**src/rtl/page_split.sv**
```systemverilog
module page_split #(
  parameter int ADDR_W     = 24,
  parameter int LEN_W      = 16,
  parameter int PAGE_SHIFT = 8
) (
  input  logic                  clk,
  input  logic                  rst_n,
  input  logic                  req_valid,
  input  logic [ADDR_W-1:0]     req_addr,
  input  logic [LEN_W-1:0]      req_len,
  output logic                  busy,
  output logic                  chunk_valid,
  output logic [ADDR_W-1:0]     chunk_addr,
  output logic [LEN_W-1:0]      chunk_offset,
  output logic [PAGE_SHIFT:0]   chunk_len,
  input  logic                  chunk_ack,
  output logic                  done
);
  localparam int CL_W = PAGE_SHIFT + 1;
  localparam logic [CL_W-1:0] PAGE = CL_W'(1 << PAGE_SHIFT);

  logic              active, done_q;
  logic [ADDR_W-1:0] cur_addr;
  logic [LEN_W-1:0]  cur_off, remain;
  logic [CL_W-1:0]   room, take;
  logic              fits;

  assign room = PAGE - {1'b0, cur_addr[PAGE_SHIFT-1:0]};
  assign fits = remain <= LEN_W'(room);
  assign take = fits ? remain[CL_W-1:0] : room;

  assign busy         = active;
  assign chunk_valid  = active;
  assign chunk_addr   = cur_addr;
  assign chunk_offset = cur_off;
  assign chunk_len    = take;
  assign done         = done_q;

  always_ff @(posedge clk) begin
    if (!rst_n) begin
      active   <= 1'b0;
      done_q   <= 1'b0;
      cur_addr <= '0;
      cur_off  <= '0;
      remain   <= '0;
    end else begin
      done_q <= 1'b0;
      if (!active) begin
        if (req_valid) begin
          if (req_len == '0) begin
            done_q <= 1'b1;
          end else begin
            active   <= 1'b1;
            cur_addr <= req_addr;
            cur_off  <= '0;
            remain   <= req_len;
          end
        end
      end else if (chunk_ack) begin
        cur_addr <= cur_addr + ADDR_W'(take);
        cur_off  <= cur_off + LEN_W'(take);
        remain   <= remain - LEN_W'(take);
        if (fits) begin
          active <= 1'b0;
          done_q <= 1'b1;
        end
      end
    end
  end
endmodule

```
**config.mk**
```make
export PLATFORM = sky130hd
export DESIGN_NAME = page_split
export DESIGN_NICKNAME = d
export VERILOG_FILES = /design/src/rtl/page_split.sv
export SDC_FILE = /design/constraint.sdc
export NUM_CORES = 1
export LEC_CHECK = 0
export ABC_AREA = 1
export BUFFER_PORTS_ARGS = -buffer_cell sky130_fd_sc_hd__buf_4
export CORE_ASPECT_RATIO = 0.75
export CORE_UTILIZATION = 35
export CTS_CLUSTER_DIAMETER = 100
export DETAILED_ROUTE_END_ITERATION = 12
export MAX_ROUTING_LAYER = met4
export PLACE_DENSITY_LB_ADDON = 0.12
export SLEW_MARGIN = 20
export SYNTH_ARGS = -nofsm -noshare
export SYNTH_HDL_FRONTEND = slang
export SYNTH_SLANG_ARGS = --single-unit
```
**constraint.sdc**
```tcl
create_clock -name clk -period 4.3 [get_ports clk]
set_clock_uncertainty 0.15 [all_clocks]
set_input_delay 0.86 -clock clk [delete_from_list [all_inputs] [get_ports clk]]
set_output_delay 0.86 -clock clk [all_outputs]
set_load 0.01 [all_outputs]
```
# [Word level (Yosys, flattened, before mapping)]
# Index checks and enable logic that the tools add are counted.
[totals] regBits=58 out_inout_bits=52
[classes] eq_ne=2 addsub=4 reduce_logical=3 mux=23 order_cmp=1
[op_table] cell="$mux 16" n=8
[op_table] cell="$mux 24" n=4
[op_table] cell="$add 24x9->24" n=1
[op_table] cell="$add 16x9->16" n=1
[op_table] cell="$le 16x9->1" n=1
[op_table] cell="$logic_not 16->1" n=1
[op_table] cell="$sub 16x9->16" n=1
[op_table] cell="$mux 1" n=10
[op_table] cell="$mux 9" n=1
[op_table] cell="$sub 9x8->9 const A" n=1
[op_table] cell="$ne 2x2->1 const B" n=2
[op_table] cell="$reduce_and 3->1" n=1
[op_table] cell="$reduce_bool 2->1" n=1

# [Depth between registers and ports, before layout]
[depth] word_depth=6 mapped_depth=33

# [Worst setup path before layout]
# Ideal clock, no wire load.
[synth_path] path_type="register -> register" startpoint="reg cur_addr[1], in the netlist chunk_addr[1]" endpoint="reg cur_addr[22], in the netlist chunk_addr[22]" path_slack_ps=315 stages_incl_launch_ff=31 required_ps=4022 synth_period_minus_slack_ps=3985 arrival_time_ps=3707 path_buffers=1 cell_sequence="dfxtp_1 inv_1 ha_1 nand2_1 nor2_1 nand2_1 nand2_1 nand2_1 ha_1 nand2_1 nor2_1 nand2_1 nand2_1 nand2_1 nand2_1 nand2_4 buf_12 o21ai_1 ha_1 inv_1 fa_1 inv_1 nand3_1 nand3_1 nand2_1 nand2_1 nand2_1 nand3_1 nand2_1 a21oi_1 nor2_1"
[synth_via] elab_chain_cells=6
[synth_lines] element="start: declaration" line_no="23" source="logic [ADDR_W-1:0] cur_addr;"
[synth_lines] element="start signal: assignment" line_no="54" source="cur_addr <= req_addr;"
[synth_lines] element="start signal: assignment" line_no="60" source="cur_addr <= cur_addr + ADDR_W'(take);"
[synth_lines] element="$sub 9x8->9" line_no="28" source="assign room = PAGE - {1'b0, cur_addr[PAGE_SHIFT-1:0]};"
[synth_lines] element="$le 16x9->1" line_no="29" source="assign fits = remain <= LEN_W'(room);"
[synth_lines] element="$mux 9" line_no="30" source="assign take = fits ? remain[CL_W-1:0] : room;"
[synth_lines] element="named net chunk_len[0]" line_no="15" source="output logic [PAGE_SHIFT:0] chunk_len,"
[synth_lines] element="$add 24x9->24" line_no="60"
[synth_lines] element="$mux 24" line_no="59" source="end else if (chunk_ack) begin"
[synth_lines] element="$mux 24" line_no="48" source="if (!active) begin"
# The timed path passes the listed nets, and every way through them passes these cells. The select of a mux whose other input is x is not followed.
# A chain may end at the register's enable or synchronous reset.

# [Worst setup path in the final report]
[layout_path] startpoint="reg cur_addr[1], in the netlist chunk_addr[1]" endpoint="out chunk_len[5]"
[layout_via] elab_chain_cells=3
[layout_lines] element="$sub 9x8->9 (*)" line_no="28"
[layout_lines] element="$le 16x9->1" line_no="29"
[layout_lines] element="$mux 9 (*)" line_no="30"
[layout_lines] element="end: declaration" line_no="15"
# Mark *: on every way between the ends. The rest lies on a longest branch, timed or not.

==> run summary <==
The flow ran to the end, and the final reports show no timing, DRC or antenna violations. After clock tree synthesis, the clock-pin slew on the worst setup and hold paths is 0.05 ns. Synthesis-to-layout area growth: 27.7%. At the pin with the least slew margin, the transition time is 0.951 ns. In the routed layout, each cell is associated on average with a via count of 4.95.

For the final number of max-transition violations, the log shows 0. Counting cells, the worst reg-to-reg path comes to 24. The flip-flop cell with the highest count after synthesis was sky130_fd_sc_hd__dfxtp_1.

The maximum number of pins on one net before global-route repair is 64, and the share of post-route cells with drive strength above 1 is 21.1%. The power density over cell area was 435 nW/µm². From left edge to right edge, the die measures 141 µm.

Total area of sequential cells: 1160 µm². The final layout contains routed wiring with a total length of 16800 µm. Synthesis instantiated 40 different standard cells from the library.

The library cell used most frequently in the layout, excluding fill and tap cells, is sky130_fd_sc_hd__nand2_1. For the total negative setup slack, the log shows 0 ns. The number of DRC markers after the initial detailed-route iteration is 295, and the fill cell instance count of the final layout is 1491.

The first TritonRoute pass finished after 5 iterations. Area of the placeable core: 14000 µm². The tools report the critical path launch point type as a flip-flop. TritonCTS built the clock tree. The worst setup path category is flip-flop to output port. The share of the core filled with cells came out at 46.6%.

STA classifies the critical path endpoint as an output port. Static timing analysis puts the maximum clock frequency at 249 MHz. The maximum fanout count along the critical path is 13, and the leakage component of the power is 3.15 nW. Setup violations remaining at the end of the flow were counted as 0.

Global routing consumed, over all layers together, 23.8% of the routing resources. Setup repair after global routing could not meet its margin everywhere. Counting flops with a built-in enable in the synthesized netlist gives 0. The die covers 15100 µm². The number of antenna-violating nets in the routed design is 0. In this run the tool buffered the top-level ports with 95 buffer cells. The worst-case IR drop observed on VDD is 0.000228 V. After synthesis, the share of flip-flops with an asynchronous set or reset is 0%. In the routed design, unresolved DRC markers number 0. The placer congestion estimate came out at 0.933. The number of buffers inserted for hold repair after clock tree synthesis is 0, and the number of register bits inferred by synthesis is 58.

Clock tree synthesis found a total of 58 sinks. The post-synthesis area per instance was 6.07 µm². Subtracting the final worst setup slack from the clock period gives 4.02 ns. The mapped netlist covers 5100 µm². The maximum count of clock buffers along a single path came out at 2. For the effective utilization at floorplan, the log shows 36.5%. At the placement stage, the worst setup path has a slack of 0.151 ns. In the final routed layout, each cell accounts on average for 14.7 µm. Synthesis produced 840 cells.

When the netlist entered floorplanning its net count stood at 924. The remaining max-slew budget at the tightest pin came out at 36.5%. The root buffer cell chosen for the clock tree is sky130_fd_sc_hd__clkbuf_16. The library cells used most frequently in the layout, excluding fill and tap cells, are sky130_fd_sc_hd__nand2_1, sky130_fd_sc_hd__buf_4, sky130_fd_sc_hd__a21oi_1. The tools report the antenna diode instance count as 0. The multi-input gate area in the final layout came out at 3610 µm². The first global-routing pass estimated 27000 µm of wire. Instance count along the most critical hold path: 2. Max-cap violations in this run came to 0. In this run the number of H-tree levels came out at 3. The die height is 107 µm. The run gives 0 as the number of hold violations in the final report. The row count came out at 37. For the via count of the first global-routing pass, the log shows 5112. The leftover overflow at the end of global routing was 0.

The logs give 22.8% for the sequential fraction of the synthesis area and 9 for the number of clock buffers inserted by TritonCTS. The total number of vias is 5626, and the number of synthesis warnings is 0. Pin placement for this block handled 96 I/O pins. At the worst endpoint, the arrival time is 3.01 ns. The design draws 2.83 mW.

The run gives 1021 as the number of nets in the layout. The final cycle utilization of the critical path was 93.6%. The run gives 0 as the number of antenna violations at the first check in global routing. After layout, the worst setup slack is 0.277 ns. At the worst endpoint, the required time is 3.29 ns. The HPWL reported at the end of detailed placement came out at 12300 µm. Clock latency on the worst-skew pair, taken at its later pin, is 0.34 ns. The type of the worst min-delay path is flip-flop to flip-flop.
-- per-layer routing --
metal  track usage (%)  up-vias  share of wire, %  wire length (µm)
met5                 -        -                 0                 0
met4              6.60        0               1.5               251
met3              3.42       18               4.1               690
met2              35.0      125                42              7020
met1              33.6     2516                52              8800
li1                  -     2967                 -                 -
-- state kept, by name (all words and copies together) (netlist names) --
register,cells
busy,1
chunk_offset,16
chunk_addr,24
remain,16
done,1
-- path summary, 6_finish.rpt --
path              slack [ns]               to             from
hold reg to reg         0.33  chunk_offset[8]  chunk_offset[8]
setup reg to reg        0.28        remain[8]    chunk_addr[1]
setup / recovery        0.28     chunk_len[5]    chunk_addr[1]
hold / removal          0.33  chunk_offset[8]  chunk_offset[8]
-- what timing repair did --
| item | CTS | global route |
|---|---|---|
| gates resized for setup | 0 | 36 |
| setup endpoints to repair | 0 | 50 |
| setup buffers | 0 | 2 |
-- where the power goes --
group / internal [mW] / switching [mW] / leakage [nW]
clock network: 0.492 / 0.270 / 0.152
registers: 0.590 / 0.0790 / 0.477
logic: 0.533 / 0.868 / 2.52
total: 1.62 / 1.22 / 3.15
-- kinds of logic (layout without fill, tap and decap cells) --
kind of cell	count (synthesis)	count (layout)	synth area share, %
compound gates	172	172	18.2
simple gates	441	441	37.4
fa+ha+maj	40	40	10.3
xor+xnor	10	10	1.72
buf+inv	119	220	9.65
flops	58	58	22.8
-- worst max-delay path, cell delays in order (launching register included) --
cell and delay (ns):
sky130_fd_sc_hd__dfxtp_1 0.34, sky130_fd_sc_hd__inv_2 0.09, sky130_fd_sc_hd__nand3_1 0.11, sky130_fd_sc_hd__nor2_2 0.11, sky130_fd_sc_hd__nand2_1 0.08, sky130_fd_sc_hd__nor2_2 0.13
sky130_fd_sc_hd__xor2_2 0.28, sky130_fd_sc_hd__ha_4 0.26, sky130_fd_sc_hd__a21o_1 0.15, sky130_fd_sc_hd__nor2_1 0.09, sky130_fd_sc_hd__nand2_1 0.06, sky130_fd_sc_hd__nand2_1 0.05
sky130_fd_sc_hd__nand2_1 0.08, sky130_fd_sc_hd__nand2_4 0.15, sky130_fd_sc_hd__buf_8 0.22, sky130_fd_sc_hd__nand2_2 0.09, sky130_fd_sc_hd__o21ai_4 0.11, sky130_fd_sc_hd__buf_4 0.17
sky130_fd_sc_hd__buf_4 0.11
-- Yosys cell counts (4+ instances only) --
cell / count / area share [%]
sky130_fd_sc_hd__nand2_1: 235 / 17
sky130_fd_sc_hd__a21oi_1: 91 / 8.9
sky130_fd_sc_hd__inv_1: 82 / 6.0
sky130_fd_sc_hd__nor2_1: 80 / 5.9
sky130_fd_sc_hd__nand3_1: 72 / 7.1
sky130_fd_sc_hd__dfxtp_1: 58 / 23
sky130_fd_sc_hd__o21ai_0: 54 / 5.3
sky130_fd_sc_hd__ha_1: 37 / 9.1
sky130_fd_sc_hd__clkbuf_1: 13 / 0.96
sky130_fd_sc_hd__inv_2: 11 / 0.81
sky130_fd_sc_hd__nand2_2: 11 / 1.4
sky130_fd_sc_hd__nand4_1: 10 / 1.2
sky130_fd_sc_hd__nor2_2: 8 / 0.98
sky130_fd_sc_hd__nor3_1: 8 / 0.79
sky130_fd_sc_hd__o21ai_2: 8 / 1.4
sky130_fd_sc_hd__xor2_1: 8 / 1.4
sky130_fd_sc_hd__buf_2: 5 / 0.49
sky130_fd_sc_hd__o21ai_1: 5 / 0.49
sky130_fd_sc_hd__a21o_1: 4 / 0.59
sky130_fd_sc_hd__buf_4: 4 / 0.59
sky130_fd_sc_hd__nand3b_1: 4 / 0.59
-- per-stage QoR --
| step | hold slack (ns) | cell area [µm²] | cells |
|---|---|---|---|
| 2_1_floorplan | 0.349 | 5100 | 840 |
| 3_3_place_gp | 0.332 | 6020 | 1119 |
| 3_5_place_dp | 0.328 | 6020 | 1119 |
| 4_1_cts | 0.335 | 6320 | 1134 |
| 5_1_grt | 0.356 | 6510 | 1136 |
| 6_report | 0.332 | 6510 | 1136 |
-- layout make-up --
class                   count  share of cell area, %
well taps                 195                   3.75
multi-input cells         663                   55.5
repair buffers            110                   12.8
flip-flops and latches     58                   17.8
inverters                  95                   5.48
clock buffers              13                   4.15
clock inverters             2                  0.538
Power figures use the tool's default switching activity.
